===== config.mk =====
export PLATFORM = sky130hd
export DESIGN_NAME = nia_next_addr
export DESIGN_NICKNAME = d
export VERILOG_FILES = /design/src/rtl/nia_pkg.sv /design/src/rtl/nia_branch_cond.sv /design/src/rtl/nia_seq_path.sv /design/src/rtl/nia_jump_form.sv /design/src/rtl/nia_next_addr.sv
export SDC_FILE = /design/constraint.sdc
export NUM_CORES = 1
export LEC_CHECK = 0
export BUFFER_PORTS_ARGS = -buffer_cell sky130_fd_sc_hd__buf_2
export CORE_ASPECT_RATIO = 2
export CORE_MARGIN = 2
export CORE_UTILIZATION = 35
export CTS_CLUSTER_SIZE = 14
export DETAILED_ROUTE_END_ITERATION = 7
export MAX_ROUTING_LAYER = met4
export SETUP_SLACK_MARGIN = 0.1
export SYNTH_ARGS = -nofsm -noshare
export SYNTH_HDL_FRONTEND = slang
export SYNTH_SLANG_ARGS = --single-unit

===== constraint.sdc =====
create_clock -name clk -period 3.8 [get_ports clk]
set_clock_uncertainty 0.1 [all_clocks]
set_input_delay 0.76 -clock clk [delete_from_list [all_inputs] [get_ports clk]]
set_output_delay 0.76 -clock clk [all_outputs]
set_load 0.05 [all_outputs]

===== src/rtl/nia_pkg.sv =====
package nia_pkg;
  typedef enum logic [1:0] {
    SRC_SEQ  = 2'b00,
    SRC_JUMP = 2'b01,
    SRC_REG  = 2'b10,
    SRC_SYS  = 2'b11
  } src_sel_e;

  typedef enum logic [1:0] {
    BR_NONE = 2'b00,
    BR_LTZ  = 2'b01,
    BR_EQ   = 2'b10,
    BR_NE   = 2'b11
  } br_kind_e;
endpackage


===== src/rtl/nia_branch_cond.sv =====
module nia_branch_cond
  import nia_pkg::*;
#(
  parameter int DATA_W = 32
) (
  input  br_kind_e            kind,
  input  logic [DATA_W-1:0]   rs_val,
  input  logic [DATA_W-1:0]   rt_val,
  output logic                taken
);
  logic same;
  assign same = (rs_val == rt_val);

  always_comb begin
    unique case (kind)
      BR_LTZ:  taken = rs_val[DATA_W-1];
      BR_EQ:   taken = same;
      BR_NE:   taken = !same;
      default: taken = 1'b0;
    endcase
  end
endmodule


===== src/rtl/nia_seq_path.sv =====
module nia_seq_path #(
  parameter int ADDR_W = 30,
  parameter int IMM_W  = 16
) (
  input  logic [ADDR_W-1:0] pc_word,
  input  logic [IMM_W-1:0]  imm,
  input  logic              taken,
  output logic [ADDR_W-1:0] inc_word,
  output logic [ADDR_W-1:0] seq_word
);
  localparam int EXT_W = ADDR_W - IMM_W;

  logic [ADDR_W-1:0] offset;
  logic [ADDR_W-1:0] target;

  generate
    if (EXT_W > 0) begin : g_sext
      assign offset = {{EXT_W{imm[IMM_W-1]}}, imm};
    end else begin : g_trunc
      assign offset = imm[ADDR_W-1:0];
    end
  endgenerate

  assign inc_word = pc_word + ADDR_W'(1);
  assign target   = inc_word + offset;
  assign seq_word = taken ? target : inc_word;
endmodule


===== src/rtl/nia_jump_form.sv =====
module nia_jump_form #(
  parameter int ADDR_W = 30,
  parameter int JTA_W  = 26
) (
  input  logic [ADDR_W-1:0] pc_word,
  input  logic [JTA_W-1:0]  field,
  output logic [ADDR_W-1:0] jump_word
);
  localparam int KEEP_W = ADDR_W - JTA_W;

  generate
    if (KEEP_W > 0) begin : g_region
      assign jump_word = {pc_word[ADDR_W-1 -: KEEP_W], field};
    end else begin : g_full
      assign jump_word = field[ADDR_W-1:0];
    end
  endgenerate
endmodule


===== src/rtl/nia_next_addr.sv =====
module nia_next_addr
  import nia_pkg::*;
#(
  parameter int               ADDR_W       = 30,
  parameter int               IMM_W        = 16,
  parameter int               JTA_W        = 26,
  parameter int               DATA_W       = 32,
  parameter logic [ADDR_W-1:0] SYSCALL_WORD = 30'h0000_0100
) (
  input  logic              clk,
  input  logic              rst,
  input  logic [ADDR_W-1:0] pc_word,
  input  logic [IMM_W-1:0]  imm16,
  input  logic [JTA_W-1:0]  jump_field,
  input  logic [DATA_W-1:0] rs_val,
  input  logic [DATA_W-1:0] rt_val,
  input  logic [1:0]        pc_sel,
  input  logic [1:0]        br_kind,
  output logic [ADDR_W-1:0] next_word,
  output logic [ADDR_W-1:0] link_word
);
  localparam int LOW_DROP = DATA_W - ADDR_W;

  src_sel_e          sel;
  logic              taken;
  logic [ADDR_W-1:0] inc_word, seq_word, jump_word, reg_word, pick;

  assign sel = src_sel_e'(pc_sel);

  nia_branch_cond #(.DATA_W(DATA_W)) u_cond (
    .kind   (br_kind_e'(br_kind)),
    .rs_val (rs_val),
    .rt_val (rt_val),
    .taken  (taken)
  );

  nia_seq_path #(.ADDR_W(ADDR_W), .IMM_W(IMM_W)) u_seq (
    .pc_word  (pc_word),
    .imm      (imm16),
    .taken    (taken),
    .inc_word (inc_word),
    .seq_word (seq_word)
  );

  nia_jump_form #(.ADDR_W(ADDR_W), .JTA_W(JTA_W)) u_jump (
    .pc_word   (pc_word),
    .field     (jump_field),
    .jump_word (jump_word)
  );

  assign reg_word = rs_val[DATA_W-1 -: ADDR_W];

  always_comb begin
    unique case (sel)
      SRC_JUMP: pick = jump_word;
      SRC_REG:  pick = reg_word;
      SRC_SYS:  pick = SYSCALL_WORD;
      default:  pick = seq_word;
    endcase
  end

  always_ff @(posedge clk) begin
    if (rst) begin
      next_word <= '0;
      link_word <= '0;
    end else begin
      next_word <= pick;
      link_word <= inc_word;
    end
  end

  p_reset_r1: assert property (@(posedge clk) rst |=> (next_word == '0 && link_word == '0));

  p_default_r2: assert property (@(posedge clk) disable iff (rst)
    (pc_sel == 2'b00 && br_kind == 2'b00) |=> next_word == ADDR_W'($past(pc_word) + ADDR_W'(1)));

  p_link_r3: assert property (@(posedge clk) disable iff (rst)
    1'b1 |=> link_word == ADDR_W'($past(pc_word) + ADDR_W'(1)));

  p_ltz_skip_r5: assert property (@(posedge clk) disable iff (rst)
    (pc_sel == 2'b00 && br_kind == 2'b01 && !rs_val[DATA_W-1])
      |=> next_word == ADDR_W'($past(pc_word) + ADDR_W'(1)));

  p_eq_skip_r6: assert property (@(posedge clk) disable iff (rst)
    (pc_sel == 2'b00 && br_kind == 2'b10 && rs_val != rt_val)
      |=> next_word == ADDR_W'($past(pc_word) + ADDR_W'(1)));

  p_jump_r7: assert property (@(posedge clk) disable iff (rst)
    (pc_sel == 2'b01) |=> next_word[JTA_W-1:0] == $past(jump_field));

  p_reg_r8: assert property (@(posedge clk) disable iff (rst)
    (pc_sel == 2'b10) |=> next_word == $past(rs_val[DATA_W-1:LOW_DROP]));

  p_sys_r9: assert property (@(posedge clk) disable iff (rst)
    (pc_sel == 2'b11) |=> next_word == SYSCALL_WORD);
endmodule


==> metrics <==
largest area contributor in the netlist dfxtp_1; Worst-Margin Slew 859.4 ps; outcome completed; WP buf/inv 3; Vias/cell about 5.2; Crit Path Class in -> reg; worst setup margin 146.8 ps; crit path DAT 3770 ps; Synth cell types 61; Final Setup Violations 0; Synthesized Nets around 820; Async SR Flop Fraction 0%; worst-path maximum fanout 5; final hold slack 515.2 ps; Die W 87.65 um; overall power 0.002558 W; flops & latches, synth 60; family with the most delay on the worst path compound AO/OA/AOI/OAI gates; period utilization 96.14%; number of fill cells between 1000 and 1500; Starting DRT DRC Count 225; max-slew violations 0; number of diodes 0; Crit-path slowest cell a221o_1; IO Count 202; Pwr per Cell Area around 330 nW/um^2; CTS Sinks 60; Core Rows 61; area delta synth->final 59.59%; vias in the first global route between 6000 and 7000; Slew HR 42.70%; sequence of cells on the critical path buf_6, and4_4, buf_6, nand4_1, or2_4, nor3_4, xnor2_2, inv_2, ha_4, a21o_1, a21o_1, a221o_1, o21a_1, a221oi_2, xor2_1, a31oi_1; GRT Total Usage between 20 and 30%; critical path capture point type register; top cell type's share of synthesized area roughly 25%; Switching Share roughly 37%; routed wire length 21.45 mm; design area 7818 sq um; initial antenna violation count 0; clk slew on worst S/H paths around 60 ps; leading post-synthesis cells by cell area dfxtp_1 25%, xor2_1 9.7%, ha_1 9.5%, nor2_1 5.3%, o21ai_0 5.0%; Starting Density 35.46%; slowest stage delay, CP 360 ps; required time of the critical path slightly below 4000 ps; layout cells sized above 1 43.63%; Syn Inst Count 637; drt pass-1 iters 4; Max Clk Rate 273.7 MHz; Worst Setup SP pc_word[3]; synthesized area 4898 sq um; count leader, synth nor2_1; CTS Hold Bufs 0; largest net degree at the start of global routing 42; Final Core Density a little under three fifths; DR vias 6028; cts bufs inserted 9; Placed Area 7156 sq um; Place WS -436.6 ps; type of origin of the critical path input port; Sequential Power Share a little over a quarter; Root Driver clkbuf_16; H-tree depth 3; sequential area share after synthesis 24.52%; Gate power share between 40% and 50%; Internal about 0.0016 W; Max Cap Viol 0; input/output buffers around 200; average size of a mapped cell between 7 and 8 sq um; Critical Path End next_word[28]$_SDFF_PP0_; unrepaired setup endpoints after global routing yes; Period minus WS final 3653 ps; die area 15010 sq um; final net count 1149; CTS tree yes; Final Hold Vio Count 0; Post-synth top cells 69 x nor2_1, 60 x dfxtp_1, 55 x nand2_1, 54 x xor2_1, 49 x o21ai_0; Clk pwr share approximately 33%; total gr overflow 0; Synth warnings 0; Top FF cell, synth dfxtp_1; clock buffer depth 2; switching power 0.0009349 W; routed wire length per instance 18.44 um; Min-Delay Path Class in -> reg; Worst VDD drop 0.2142 mV; DRT antenna net count 0; die height 171.3 um; LEAKAGE 3.751 nW; DPL Wire Length 17.67 mm; WP depth 16; routability cong. 0.9770; DRC viols 0; first-pass GRT wire length 31.57 mm; number of synthesized flops with an enable pin 0; CORE AREA approximately 14000 sq um
[kinds of logic (layout without fill, tap and decap cells)]
kind of cell | Yosys count | after routing | share of synthesized area (%)
compound gates | 174 | 174 | 22.73
xor+xnor | 82 | 82 | 14.66
fa+ha+maj | 38 | 38 | 9.859
buf+inv | 51 | 388 | 4.317
flops | 60 | 60 | 24.52
mux | 7 | 7 | 1.609
simple gates | 225 | 225 | 22.30
[metal layers]
| metal | share of wire [%] | wire length (um) | track usage [%] |
|---|---|---|---|
| met1 | 34 | 7282 | 27.18 |
| met2 | 57 | 12180 | 54.08 |
| met3 | 3.3 | 715 | 3.359 |
| met4 | 5.9 | 1266 | 17.26 |
| met5 | 0 | 0 | - |
[sequential cells by signal, summed over array words and instances, names as in the netlist]
register	cells
link_word	30
next_word	30
[cells in the final DEF (no fill, tap or decap), types with 4 or more instances in the layout]
master / synthesis / final
and4_4: 0 / 4
a22oi_1: 5 / 5
nor3_1: 12 / 10
nor2b_1: 14 / 13
o31ai_1: 5 / 5
xnor2_1: 28 / 23
nand2b_1: 4 / 4
dfxtp_1: 60 / 60
buf_4: 2 / 140
xor2_1: 54 / 52
or3_1: 4 / 4
nor4_1: 8 / 8
nand2_1: 55 / 54
ha_4: 0 / 9
nand3_1: 23 / 22
a21oi_1: 39 / 30
a211o_1: 4 / 4
a211oi_1: 13 / 8
xnor2_2: 0 / 5
a21oi_2: 0 / 9
inv_2: 0 / 4
buf_6: 1 / 6
o21ai_1: 4 / 8
a21o_1: 13 / 13
o211ai_1: 5 / 5
nor2_1: 69 / 63
mux2i_1: 5 / 5
buf_2: 4 / 197
nor2_2: 1 / 4
o21ai_0: 49 / 43
ha_1: 37 / 28
inv_1: 28 / 24
clkbuf_16: 0 / 9
a31oi_1: 5 / 5
nand4_1: 9 / 9
and4_1: 9 / 5
a211oi_2: 0 / 5
[power groups by stage]
stage | Clock [W] | Sequential, W | Combinational, W
final | 0.000850 | 0.000682 | 0.00103
after detailed placement | 0 | 0.000696 | 0.000966
after global routing | 0.000890 | 0.000686 | 0.00110
after global placement | 0 | 0.000696 | 0.000968
after CTS | 0.000863 | 0.000682 | 0.000981
after floorplan | 0 | 0.000850 | 0.000393
[final cells by class]
cell class	instances	area (sq um)	area share (%)
multi-input cells	526	3847	49.22
well taps	189	236.5	3.025
clock inverters	6	63.81	0.8163
clock buffers	10	239.0	3.057
inverters	28	105.1	1.344
flip-flops and latches	60	1201	15.36
repair buffers	344	2125	27.18
[per-stage QoR]
stage          cells  setup TNS (ps)
2_1_floorplan    637               0
3_3_place_gp    1141           -3929
4_1_cts         1157               0
5_1_grt         1163               0
6_report        1163               0
3_5_place_dp    1141           -4061
[worst min path at each step]
stage / startpoint / to / slack, ps / depth (start not counted)
after floorplan: pc_word[0] / link_word[0]$_SDFF_PP0_ / 730 / 1
after global placement: jump_field[13] / next_word[13]$_SDFF_PP0_ / 860 / 3
after detailed placement: jump_field[7] / next_word[7]$_SDFF_PP0_ / 860 / 3
after CTS: jump_field[7] / next_word[7]$_SDFF_PP0_ / 510 / 3
after global routing: jump_field[5] / next_word[5]$_SDFF_PP0_ / 530 / 3
final: jump_field[7] / next_word[7]$_SDFF_PP0_ / 520 / 3
[repair_timing]
action,CTS,global route
gates resized for setup,12,56
pin swaps,5,40
endpoints found under the hold margin,0,0
gates cloned,0,0
endpoints found under the setup margin,8,12
setup buffers,0,6
Note: power is estimated with default switching activity, not from simulation.
